## src/rtl/repl_sel_pkg.sv

```systemverilog
package repl_sel_pkg;
  // Error kinds reported by the selector; the value is the flag index.
  localparam int unsigned ERR_KINDS = 2;
  typedef enum logic [0:0] {
    ERR_REFUSE = 1'b0,
    ERR_STARVE = 1'b1
  } err_kind_e;
endpackage

```

## src/rtl/low_one_find.sv

```systemverilog
// Returns the index of the lowest set bit; zero when none is set.
module low_one_find #(
  parameter int unsigned N = 8,
  localparam int unsigned W = (N > 1) ? $clog2(N) : 1
) (
  input  logic [N-1:0] vec,
  output logic [W-1:0] idx,
  output logic         found
);
  always_comb begin
    idx   = '0;
    found = 1'b0;
    for (int i = N - 1; i >= 0; i--) begin
      if (vec[i]) begin
        idx   = W'(i);
        found = 1'b1;
      end
    end
  end
endmodule

```

## src/rtl/way_free_scan.sv

```systemverilog
// Builds the effective allowed set and the allowed-unlocked set.
module way_free_scan #(
  parameter int unsigned N_WAYS = 8,
  localparam int unsigned WAY_W = (N_WAYS > 1) ? $clog2(N_WAYS) : 1,
  localparam int unsigned CNT_W = $clog2(N_WAYS + 1)
) (
  input  logic [N_WAYS-1:0] lock_vec,
  input  logic [N_WAYS-1:0] part_mask,
  output logic [N_WAYS-1:0] eff_mask,
  output logic [N_WAYS-1:0] free_vec,
  output logic              any_free,
  output logic              single_free,
  output logic [WAY_W-1:0]  low_free,
  output logic [WAY_W-1:0]  low_allowed
);
  logic [CNT_W-1:0] free_cnt;
  logic             unused_found;

  always_comb begin
    eff_mask = (part_mask == '0) ? '1 : part_mask;
    free_vec = eff_mask & ~lock_vec;
  end

  always_comb begin
    free_cnt = '0;
    for (int i = 0; i < N_WAYS; i++) begin
      free_cnt = free_cnt + CNT_W'(free_vec[i]);
    end
    single_free = (free_cnt == CNT_W'(1));
  end

  low_one_find #(.N(N_WAYS)) u_low_free (
    .vec   (free_vec),
    .idx   (low_free),
    .found (any_free)
  );

  low_one_find #(.N(N_WAYS)) u_low_allowed (
    .vec   (eff_mask),
    .idx   (low_allowed),
    .found (unused_found)
  );
endmodule

```

## src/rtl/way_choose.sv

```systemverilog
// Picks the victim and computes the lock bits to write back.
module way_choose #(
  parameter int unsigned N_WAYS = 8,
  localparam int unsigned WAY_W = (N_WAYS > 1) ? $clog2(N_WAYS) : 1
) (
  input  logic [N_WAYS-1:0] lock_vec,
  input  logic [N_WAYS-1:0] free_vec,
  input  logic              any_free,
  input  logic              single_free,
  input  logic [WAY_W-1:0]  low_free,
  input  logic [WAY_W-1:0]  low_allowed,
  input  logic [WAY_W-1:0]  hint,
  input  logic              lock_req,
  output logic [WAY_W-1:0]  pick_way,
  output logic [N_WAYS-1:0] next_lock,
  output logic              refuse_hit,
  output logic              starve_hit
);
  logic hint_ok;

  always_comb begin
    hint_ok = (32'(hint) < N_WAYS) && free_vec[hint];
  end

  always_comb begin
    pick_way   = low_allowed;
    next_lock  = lock_vec;
    refuse_hit = 1'b0;
    starve_hit = 1'b0;
    if (any_free) begin
      pick_way = hint_ok ? hint : low_free;
      if (lock_req) begin
        if (single_free) begin
          refuse_hit = 1'b1;
        end else begin
          next_lock[pick_way] = 1'b1;
        end
      end
    end else begin
      pick_way              = low_allowed;
      next_lock[low_allowed] = 1'b0;
      starve_hit            = 1'b1;
    end
  end
endmodule

```

## src/rtl/err_flag_bank.sv

```systemverilog
// Sticky write-one-to-clear flags with per-flag interrupt enables.
module err_flag_bank #(
  parameter int unsigned N_FLAGS = 2
) (
  input  logic               clk,
  input  logic               rst_n,
  input  logic [N_FLAGS-1:0] set_i,
  input  logic [N_FLAGS-1:0] clr_i,
  input  logic [N_FLAGS-1:0] en_i,
  output logic [N_FLAGS-1:0] flag_o,
  output logic               irq_o
);
  logic [N_FLAGS-1:0] flag_q;
  logic [N_FLAGS-1:0] flag_d;

  for (genvar g = 0; g < N_FLAGS; g++) begin : g_flag
    always_comb begin
      flag_d[g] = set_i[g] | (flag_q[g] & ~clr_i[g]);
    end

    always_ff @(posedge clk or negedge rst_n) begin
      if (!rst_n) begin
        flag_q[g] <= 1'b0;
      end else if (set_i[g] || clr_i[g]) begin
        flag_q[g] <= flag_d[g];
      end
    end

    assert_sticky_hold_R9 : assert property (@(posedge clk) disable iff (!rst_n)
      (flag_q[g] && !clr_i[g]) |=> flag_q[g]);
    assert_set_wins_R9 : assert property (@(posedge clk) disable iff (!rst_n)
      set_i[g] |=> flag_q[g]);
    assert_clear_only_R9 : assert property (@(posedge clk) disable iff (!rst_n)
      (clr_i[g] && !set_i[g]) |=> !flag_q[g]);
  end

  always_comb begin
    flag_o = flag_q;
    irq_o  = |(flag_q & en_i);
  end
endmodule

```

## src/rtl/repl_way_sel.sv

```systemverilog
module repl_way_sel
  import repl_sel_pkg::*;
#(
  parameter int unsigned N_WAYS = 8,
  localparam int unsigned WAY_W = (N_WAYS > 1) ? $clog2(N_WAYS) : 1
) (
  input  logic              clk,
  input  logic              rst_n,
  input  logic              miss_vld,
  input  logic [N_WAYS-1:0] lock_bits_in,
  input  logic [N_WAYS-1:0] part_mask,
  input  logic              lock_req,
  input  logic [WAY_W-1:0]  hint_way,
  output logic              res_vld,
  output logic [WAY_W-1:0]  res_way,
  output logic [N_WAYS-1:0] res_lock_bits,
  input  logic              refuse_clr,
  input  logic              starve_clr,
  input  logic              refuse_irq_en,
  input  logic              starve_irq_en,
  output logic              refuse_flag,
  output logic              starve_flag,
  output logic              lock_irq
);
  logic [N_WAYS-1:0]    eff_mask;
  logic [N_WAYS-1:0]    free_vec;
  logic                 any_free;
  logic                 single_free;
  logic [WAY_W-1:0]     low_free;
  logic [WAY_W-1:0]     low_allowed;
  logic [WAY_W-1:0]     pick_way;
  logic [N_WAYS-1:0]    next_lock;
  logic                 refuse_hit;
  logic                 starve_hit;
  logic [ERR_KINDS-1:0] err_set;
  logic [ERR_KINDS-1:0] err_clr;
  logic [ERR_KINDS-1:0] err_en;
  logic [ERR_KINDS-1:0] err_flag;

  logic              vld_q,  vld_d;
  logic [WAY_W-1:0]  way_q,  way_d;
  logic [N_WAYS-1:0] lock_q, lock_d;

  way_free_scan #(.N_WAYS(N_WAYS)) u_scan (
    .lock_vec    (lock_bits_in),
    .part_mask   (part_mask),
    .eff_mask    (eff_mask),
    .free_vec    (free_vec),
    .any_free    (any_free),
    .single_free (single_free),
    .low_free    (low_free),
    .low_allowed (low_allowed)
  );

  way_choose #(.N_WAYS(N_WAYS)) u_choose (
    .lock_vec    (lock_bits_in),
    .free_vec    (free_vec),
    .any_free    (any_free),
    .single_free (single_free),
    .low_free    (low_free),
    .low_allowed (low_allowed),
    .hint        (hint_way),
    .lock_req    (lock_req),
    .pick_way    (pick_way),
    .next_lock   (next_lock),
    .refuse_hit  (refuse_hit),
    .starve_hit  (starve_hit)
  );

  // Next-state for the result register.
  always_comb begin
    vld_d  = miss_vld;
    way_d  = pick_way;
    lock_d = next_lock;
  end

  always_ff @(posedge clk or negedge rst_n) begin
    if (!rst_n) begin
      vld_q <= 1'b0;
    end else begin
      vld_q <= vld_d;
    end
  end

  always_ff @(posedge clk or negedge rst_n) begin
    if (!rst_n) begin
      way_q  <= '0;
      lock_q <= '0;
    end else if (miss_vld) begin
      way_q  <= way_d;
      lock_q <= lock_d;
    end
  end

  always_comb begin
    err_set[ERR_REFUSE] = miss_vld & refuse_hit;
    err_set[ERR_STARVE] = miss_vld & starve_hit;
    err_clr[ERR_REFUSE] = refuse_clr;
    err_clr[ERR_STARVE] = starve_clr;
    err_en[ERR_REFUSE]  = refuse_irq_en;
    err_en[ERR_STARVE]  = starve_irq_en;
  end

  err_flag_bank #(.N_FLAGS(ERR_KINDS)) u_flags (
    .clk    (clk),
    .rst_n  (rst_n),
    .set_i  (err_set),
    .clr_i  (err_clr),
    .en_i   (err_en),
    .flag_o (err_flag),
    .irq_o  (lock_irq)
  );

  always_comb begin
    res_vld       = vld_q;
    res_way       = way_q;
    res_lock_bits = lock_q;
    refuse_flag   = err_flag[ERR_REFUSE];
    starve_flag   = err_flag[ERR_STARVE];
  end

  // A free allowed way exists: the chooser must land on one of them.
  assert_free_way_chosen_R5 : assert property (@(posedge clk) disable iff (!rst_n)
    (miss_vld && any_free) |-> free_vec[pick_way]);
  // Refused lock leaves the index's lock bits untouched.
  assert_refuse_keeps_locks_R7 : assert property (@(posedge clk) disable iff (!rst_n)
    (miss_vld && refuse_hit) |=> (res_lock_bits == $past(lock_bits_in)));
  assert_one_error_kind_R7 : assert property (@(posedge clk) disable iff (!rst_n)
    $onehot0({refuse_hit, starve_hit}));
  // Starvation unpins the way it hands out.
  assert_starve_unlocks_R8 : assert property (@(posedge clk) disable iff (!rst_n)
    (miss_vld && !any_free) |=> (!res_lock_bits[res_way] && eff_mask == eff_mask));
  assert_starve_flags_R8 : assert property (@(posedge clk) disable iff (!rst_n)
    (miss_vld && !any_free) |=> starve_flag);
  assert_result_follows_R11 : assert property (@(posedge clk) disable iff (!rst_n)
    miss_vld |=> res_vld);
  assert_result_idle_R11 : assert property (@(posedge clk) disable iff (!rst_n)
    !miss_vld |=> (!res_vld && $stable(res_way) && $stable(res_lock_bits)));
endmodule

```

## config.mk

```make
export PLATFORM = sky130hd
export DESIGN_NAME = repl_way_sel
export DESIGN_NICKNAME = d
export VERILOG_FILES = /design/src/rtl/repl_sel_pkg.sv /design/src/rtl/low_one_find.sv /design/src/rtl/way_free_scan.sv /design/src/rtl/way_choose.sv /design/src/rtl/err_flag_bank.sv /design/src/rtl/repl_way_sel.sv
export SDC_FILE = /design/constraint.sdc
export NUM_CORES = 1
export LEC_CHECK = 0
export BUFFER_PORTS_ARGS = -buffer_cell sky130_fd_sc_hd__buf_4
export CAP_MARGIN = 10
export CORE_MARGIN = 10
export CORE_UTILIZATION = 53
export DETAILED_ROUTE_END_ITERATION = 6
export GPL_TIMING_DRIVEN = 0
export PLACE_DENSITY = 0.77
export SYNTH_ARGS = -nofsm -noshare
export SYNTH_HDL_FRONTEND = slang
export SYNTH_SLANG_ARGS = --single-unit
```

## constraint.sdc

```tcl
create_clock -name clk -period 1.35 [get_ports clk]
set_clock_uncertainty 0.05 [all_clocks]
set_input_delay 0.135 -clock clk [delete_from_list [all_inputs] [get_ports clk]]
set_output_delay 0.135 -clock clk [all_outputs]
set_load 0.005 [all_outputs]
```

# [After elaboration in Yosys (flattened, before gate mapping)]
# Index checks and enable logic that the tools add are counted.
[op_classes] add_sub_neg=7 n_mul=0 n_div=0 magnitude_cmp=5 eq_ne=1 n_shift=0 n_mux=40 bitwise_logic=14 n_reduce_logical=6
[op_table] cell="$mux 3" count=18
[op_table] cell="$mux 8" count=4
[op_table] cell="$add 4x1->4" count=6
[op_table] cell="$and 8x8->8" count=2
[op_table] cell="$not 8->8" count=2
[op_table] cell="$mux 1" count=15
[op_table] cell="$lt 3x4->1 const B" count=3
[op_table] cell="$logic_not 8->1" count=1
[op_table] cell="$or 8x8->8" count=1
[op_table] cell="$demux 1 s3" count=2
[op_table] cell="$ge 3x1->1 const B" count=2
[op_table] cell="$and 1x1->1" count=4
[op_table] cell="$eq 4x1->1 const B" count=1
[op_table] cell="$bmux 1 s3" count=1
[op_table] cell="$add 1x1->2" count=1
[op_table] cell="$and 2x2->2" count=1
[op_table] cell="$logic_and 1x1->1" count=2
[op_table] cell="$logic_or 1x1->1" count=2
[op_table] cell="$not 1->1" count=2
[op_table] cell="$or 1x1->1" count=2
[op_table] cell="$reduce_or 2->1" count=1
[totals] register_bits=14 latchBits=0 ramBits=0 mem_bits_ro=0 input_bits=27 out_inout_bits=15 word_cells=78 n_memories=0

# [Longest topological paths before layout]
# Gate-level depths: netlist of the first run.
[depth] ltp_word=20 ltp_mapped=17 depth_no_buf=16

# [Modules after synthesis]
# Synthesis of the first run repeated with hierarchy kept, for this count alone.
[unflattened] hier_cells=177 hier_area_um2=1681.6
[by_module_without_submodules] mod="way_free_scan" instances=1 cells_each=63 area_per_inst_um2=521.8 seq_area_each_um2=0.0
[by_module_without_submodules] mod="repl_way_sel" instances=1 cells_each=26 area_per_inst_um2=480.5 seq_area_each_um2=300.3
[by_module_without_submodules] mod="way_choose" instances=1 cells_each=55 area_per_inst_um2=436.7 seq_area_each_um2=0.0
[by_module_without_submodules] mod="low_one_find" instances=2 cells_each=13 area_per_inst_um2=80.1 seq_area_each_um2=0.0
[by_module_without_submodules] mod="err_flag_bank" instances=1 cells_each=7 area_per_inst_um2=82.6 seq_area_each_um2=50.0

# [Worst setup path after synthesis of the first run]
# OpenSTA, ideal clock, no wires.
[synth_path] path_type="input to register" startpoint="in part_mask[7]" endpoint="reg lock_q[4] (netlist: res_lock_bits[4])" t_arrival_ps=4451 required_ps=1199 slack_ps=-3252 stages=14 path_cell_list="buf_6 > or4_4 > o41a_1 > nor2_1 > ha_1 > inv_1 > fa_1 > fa_1 > fa_1 > fa_1 > mux2_2 > a311o_1 > or2_2 > o311ai_2"
[synth_via] elab_chain_len=20 elab_cells_between_ends=54 cone_classes="add/sub: 7; order compare: 4; eq/ne: 1; mux: 35; bitwise: 4; reduce/logical: 3"
[synth_lines] item="start: declaration" line_no="repl_way_sel.sv:11" source="input logic [N_WAYS-1:0] part_mask,"
[synth_lines] item="$logic_not 8->1" line_no="way_free_scan.sv:20" source="eff_mask = (part_mask == '0) ? '1 : part_mask;"
[synth_lines] item="$mux 8 *" line_no="way_free_scan.sv:20"
[synth_lines] item="branches (longest 17 deep; another with $add 4x1->4)"
[synth_lines] item="$mux 8 *" line_no="way_choose.sv:30" source="if (any_free) begin"
[synth_lines] item="end signal: assignment" line_no="repl_way_sel.sv:91" source="lock_q <= lock_d;"
[synth_lines] item="end: declaration" line_no="repl_way_sel.sv:42" source="logic [N_WAYS-1:0] lock_q, lock_d;"
# Mark *: on every way between the ends. The select of a mux whose other input is x is not followed.
# A chain may end at the register's enable or synchronous reset.

# [Final worst setup path of the first run]
[layout_path] startpoint="in part_mask[6]" endpoint="reg lock_q[1] (netlist: res_lock_bits[1])"
# Same word-level chain as after synthesis.

==> impl_metrics.yaml, run 1 <==
cts:
  clock-sinks: 14
  cts_tree: "yes"
  clk_latency_ns: 0.27
  cts_buffer_depth: 2
  clkSlewWorstSetupHoldPaths_ns: 0.08
  cts_buffers: 3
  root_buffer: "clkbuf_4"
  h-tree-depth: 1
synth:
  yosys.area.top_type_share_pct: 22.3
  synth_ff_type: "dfrtp_1"
  netlist_instances: 194
  synth_edf_count: 0
  syn_nets: 228
  async_reset_ff_share_pct: 100
  synth_cell_types: 63
  syn_avg_cell_area_um2: 8.11
  yosysTopAreaCell: "dfrtp_1"
  yosysWarnings: 0
  netlist_area_um2: 1570
  ys_ff_latch: 14
  synth_area_leaders: "dfrtp_1, fa_1, inv_1, nand2_1, a21oi_1"
  ys_seq_area_share_pct: 22.3
power:
  ir_drop_mv: 0.681
  powerDensity_nw_per_um2: 714
  total_power_w: 0.00166
  leakagePower_nw: 0.982
job:
  drv_cap: 0
cells_and_area:
  final_common_cell: "buf_4"
  n_fill_cell: 169
  drive_gt1_share_pct: 42.6
  syn2layout_area_growth_pct: 47.2
  mostFrequentLayoutCells: "buf_4, inv_1, nand2_1, dfrtp_1, nor2_1"
  design_area_um2: 2320
  antenna_cells: 0
  nets: 292
run_status:
  violations: "negative setup slack"
  run_status: "finished with violations"
timing:
  hold_violations: 0
  layout_min_cycle_time_ns: 4.36
  worst_hold_slack_ns: 0.0878
  setup_violations: 13
  slew_headroom_pct: 53.7
  tightest_slew_ns: 0.686
  finalCritPeriodShare_pct: 323
  timing.fmax_mhz: 229
  rsz0062_at_grt: "true"
  final.setup.tns_ns: -28.73
  slew_viol_final: 0
  fin_ws_ns: -3.01
global_routing:
  grt_pass1_vias: 1798
  track_usage_pct: 19.6
  gr-total-overflow: 0
  grt_first_pass_wirelength_um: 8850
  antenna_found_initial: 0
  grt_max_degree: 15
worst_setup_path:
  path_cells: "buf_6 > or4_4 > o41a_1 > nor2_4 > ha_4 > inv_2 > fa_1 > fa_1 > fa_2 > fa_2 > mux2_4 > a311o_1 > a211oi_2 > nand3_1 > o221ai_1"
  timing.critical_path.buf_inv: 2
  cp_top_family: "adder cells"
  cp_max_fo: 7
  crit_path_start_kind: "input port"
  critPathCaptureType: "flip-flop"
  arrival_ns: 4.51
  crit_path_max_incr_delay_ns: 0.51
  crit_required_ns: 1.49
  slowest_stage: "or4_4"
  crit_type: "in -> reg"
floorplanning:
  fp.dieArea_um2: 5550
  ios: 42
  die_w_um: 74.5
  rows: 19
  core_area_um2: 2810
  initial_core_util_pct: 56.1
  dieHeight_um: 74.5
place:
  numPortBuffers: 36
  hpwlAfterDp_um: 4100
  pre_cts_ws_ns: -3.39
  placedInstanceArea_um2: 1920
  gp_congestion: 0.987
route:
  first_pass_iters: 5
  routed-via-count: 1920
  drc: 0
  final_antenna_net_count: 0
  drt_iter0_drc: 202
  vias_per_cell: 6.69
  wl_per_cell_um: 20.3
  routed_wirelength_um: 5820
worst_hold_path:
  min_path_type: "in -> reg"
-- logic make-up after synthesis --
logic type	synth area share, %
AND/OR/NAND/NOR	26.1
AO/OA/AOI/OAI	32.5
buffers and inverters	8.19
flip-flops	22.3
adder cells (fa/ha/maj)	7.47
multiplexers	3.50
-- sequential cells by signal, indices dropped and copies added (netlist names) --
| signal | flops |
|---|---|
| res_lock_bits | 8 |
| res_way | 3 |
| u_flags.flag_o | 2 |
| res_vld | 1 |
-- power by group --
group,switching [W],total [W],internal (W)
Combinational,0.000476,0.000918,0.000441
Sequential,0.0000330,0.000507,0.000474
Clock,0.000128,0.000231,0.000103
-- cell type report --
class,count,area (µm²),share of cell area (%)
repair buffers,59,475,20.5
plain buffers,10,60.1,2.59
well taps,31,38.8,1.67
multi-input cells,148,1290,55.6
flip-flops and latches,14,350,15.1
clock buffers,3,22.5,0.972
inverters,22,82.6,3.56
-- stage by stage --
stage          utilization, %  cells
3_5_place_dp             68.6    261
6_report                 82.6    287
4_1_cts                  78.1    281
5_1_grt                  82.6    287
2_1_floorplan               -    194
3_3_place_gp             68.6    261
-- worst paths after layout --
kind | slack (ns) | cells past startpoint | end | startpoint
setup / recovery | -3.01 | 15 | res_lock_bits[1]$_DFFE_PN0P_ | part_mask[6]
hold / removal | 0.09 | 3 | res_lock_bits[2]$_DFFE_PN0P_ | lock_bits_in[2]
setup reg to reg | 0.14 | 4 | res_lock_bits[0]$_DFFE_PN0P_ | res_lock_bits[0]$_DFFE_PN0P_
hold reg to reg | 0.46 | 2 | res_lock_bits[6]$_DFFE_PN0P_ | res_lock_bits[6]$_DFFE_PN0P_
max in group asynchronous | 0.89 | 2 | res_lock_bits[0]$_DFFE_PN0P_ | rst_n
min in group asynchronous | 0.19 | 2 | res_lock_bits[3]$_DFFE_PN0P_ | rst_n
-- cell usage after synthesis, types with 3 or more instances --
library cell and instances:
nor3_1 4, o311ai_0 3, nand4_1 3, o211ai_1 4, or2_2 4, o221ai_1 5, inv_1 21, nand3_1 5
ha_1 3, dfrtp_1 14, mux2_2 4, nand2b_1 4, a21oi_1 10, or4_1 3, clkbuf_1 7, fa_1 4
nand2_1 18, o21ai_0 3, a31oi_1 4, nor2b_1 5, nor2_1 12
-- metal layers --
| layer | up-vias | share of wire, % | wire length, µm | global-route usage [%] |
|---|---|---|---|---|
| li1 | 860 | - | - | - |
| met1 | 914 | 36 | 2080 | 23.4 |
| met2 | 128 | 51 | 2990 | 34.6 |
| met3 | 18 | 11 | 642 | 5.72 |
| met4 | 0 | 1.9 | 112 | 2.94 |
| met5 | - | 0 | 0 | 0 |
-- timing repair --
| item | CTS | global route |
|---|---|---|
| cloned | 0 | 0 |
| gates resized for setup | 24 | 18 |
| setup buffers | 13 | 9 |
| hold endpoints to repair | 17 | 0 |
| setup endpoints to repair | 13 | 13 |
| pin swaps | 10 | 10 |
| hold buffers | 4 | 0 |
-- tightest hold or removal path, delay by kind of cell --
family | cells | cell delay [ns]
AO/OA/AOI/OAI | 2 | 0.15
buffers and inverters | 1 | 0.09
Note: power is estimated with default switching activity, not from simulation.
==> inputs of run 2 (changes only) <==
--- a/config.mk
+++ b/config.mk
@@ -7,7 +7,6 @@
 export LEC_CHECK = 0
 export BUFFER_PORTS_ARGS = -buffer_cell sky130_fd_sc_hd__buf_4
 export CAP_MARGIN = 10
-export CORE_MARGIN = 10
 export CORE_UTILIZATION = 53
 export DETAILED_ROUTE_END_ITERATION = 6
 export GPL_TIMING_DRIVEN = 0
==> constraint.sdc (replaced) <==
create_clock -name clk -period 1.35 [get_ports clk]
set_clock_uncertainty 0.05 [all_clocks]
set_input_delay 0.135 -clock clk [delete_from_list [all_inputs] [get_ports clk]]
set_output_delay 0.135 -clock clk [all_outputs]
set_load 0.05 [all_outputs]
==> run 2 against run 1 <==
The run still ends with negative setup slack left. Register-to-register slack about the same. Sequential cell count unchanged. Sequential share of layout area increased by 0.23 points. First-iteration DRC count fell by 40%. Highest routed layer unchanged. Fmax about the same. Via count down 3.2%.
==> impl_metrics.yaml, run 2 (same netlist as run 1, synthesis figures left out) <==
run_status:
  violations: "negative setup slack"
  run_status: "finished with violations"
timing:
  final.setup.tns_ns: -29.13
  timing.fmax_mhz: 229
  slew_viol_final: 0
  layout_min_cycle_time_ns: 4.36
  setup_violations: 13
  fin_ws_ns: -3.01
  finalCritPeriodShare_pct: 323
  slew_headroom_pct: 57.7
  rsz0062_at_grt: "true"
  tightest_slew_ns: 0.627
  hold_violations: 0
global_routing:
  grt_max_degree: 15
  grt_first_pass_wirelength_um: 7820
  grt_pass1_vias: 1644
  antenna_found_initial: 0
  gr-total-overflow: 0
  track_usage_pct: 31.1
cts:
  root_buffer: "clkbuf_4"
  cts_buffer_depth: 2
  h-tree-depth: 1
  cts_buffers: 3
  clkSlewWorstSetupHoldPaths_ns: 0.08
  clk_latency_ns: 0.28
  clock-sinks: 14
  cts_tree: "yes"
cells_and_area:
  antenna_cells: 0
  n_fill_cell: 177
  nets: 292
  mostFrequentLayoutCells: "buf_4, inv_1, nand2_1, dfrtp_1, nor2_1"
  final_common_cell: "buf_4"
  syn2layout_area_growth_pct: 45.0
  largest_reg_flops: 8
  drive_gt1_share_pct: 40.9
route:
  routed-via-count: 1858
  wl_per_cell_um: 17.2
  vias_per_cell: 6.45
  drt_iter0_drc: 122
  first_pass_iters: 4
  routed_wirelength_um: 4940
  final_antenna_net_count: 0
  drc: 0
worst_setup_path:
  crit_type: "in -> reg"
  rr_worst_depth: 4
  crit_path_start_kind: "input port"
  arrival_ns: 4.51
  crit_required_ns: 1.50
  cp_max_fo: 4
  critPathCaptureType: "flip-flop"
place:
  pre_cts_ws_ns: -3.35
  numPortBuffers: 36
  gp_congestion: 0.867
  hpwlAfterDp_um: 3510
worst_hold_path:
  min_path_cells: 3
  min_path_type: "in -> reg"
floorplanning:
  ios: 42
  dieHeight_um: 56.5
  initial_core_util_pct: 56.6
  die_w_um: 56.5
  rows: 19
  fp.dieArea_um2: 3190
  core_area_um2: 2780
power:
  total_power_w: 0.00188
  ir_drop_mv: 0.915
  leakagePower_nw: 0.982
  powerDensity_nw_per_um2: 824
job:
  drv_cap: 0
## run 2: area by class of cell
class / count / area, µm² / area share [%]
clock buffers: 4 / 36.3 / 1.59
plain buffers: 10 / 58.8 / 2.58
multi-input cells: 148 / 1240 / 54.5
inverters: 22 / 82.6 / 3.62
well taps: 31 / 38.8 / 1.70
flip-flops and latches: 14 / 350 / 15.4
repair buffers: 59 / 472 / 20.7
## run 2: what timing repair did
action,4_1_cts,5_1_grt
resized for setup,13,19
endpoints found under the hold margin,17,0
pin swaps,5,7
setup endpoints to repair,13,13
buffers inserted,5,14
hold buffers,4,0
## run 2: worst paths after layout
path                                               from                             to  slack [ns]
max                                        part_mask[7]   res_lock_bits[1]$_DFFE_PN0P_       -3.01
min                                     lock_bits_in[2]   res_lock_bits[2]$_DFFE_PN0P_        0.10
max reg2reg                res_lock_bits[0]$_DFFE_PN0P_   res_lock_bits[0]$_DFFE_PN0P_        0.14
min reg2reg                res_lock_bits[6]$_DFFE_PN0P_   res_lock_bits[6]$_DFFE_PN0P_        0.47
max in group asynchronous                         rst_n  u_flags.flag_o[1]$_DFFE_PN0P_        0.92
min in group asynchronous                         rst_n   res_lock_bits[3]$_DFFE_PN0P_        0.17
## run 2: where the power goes
| group | internal [W] | total (W) | switching [W] |
|---|---|---|---|
| Combinational | 0.000427 | 0.00107 | 0.000645 |
| Clock | 0.000165 | 0.000300 | 0.000136 |
| Sequential | 0.000474 | 0.000508 | 0.0000340 |
| Total | 0.00106 | 0.00188 | 0.000815 |
## run 2: layer usage
metal | wire length (µm) | track usage (%) | vias up
li1 | - | - | 867
met1 | 1910 | 40.1 | 869
met2 | 2520 | 53.9 | 107
met3 | 369 | 2.07 | 15
met4 | 136 | 12.2 | 0
met5 | 0 | 0 | -
## run 2: worst max-delay path, stage by stage
cell,delay [ns]
buf_8,0.10
or4_4,0.53
o41a_1,0.42
nor2_4,0.12
ha_1,0.23
inv_1,0.06
fa_1,0.43
fa_1,0.47
fa_2,0.37
fa_2,0.36
mux2_4,0.30
a311o_1,0.38
a211oi_2,0.26
nand3_1,0.16
o221ai_1,0.18
## run 2: through the flow
stage / utilization (%) / std cells / hold WS (ns) / area [µm²]
after floorplan: - / 194 / -0.211 / 1620
after global placement: 69.2 / 261 / -0.0673 / 1920
after detailed placement: 69.2 / 261 / -0.0631 / 1920
after CTS: 75.3 / 274 / 0.0958 / 2100
after global routing: 82.1 / 288 / 0.122 / 2280
final: 82.1 / 288 / 0.100 / 2280
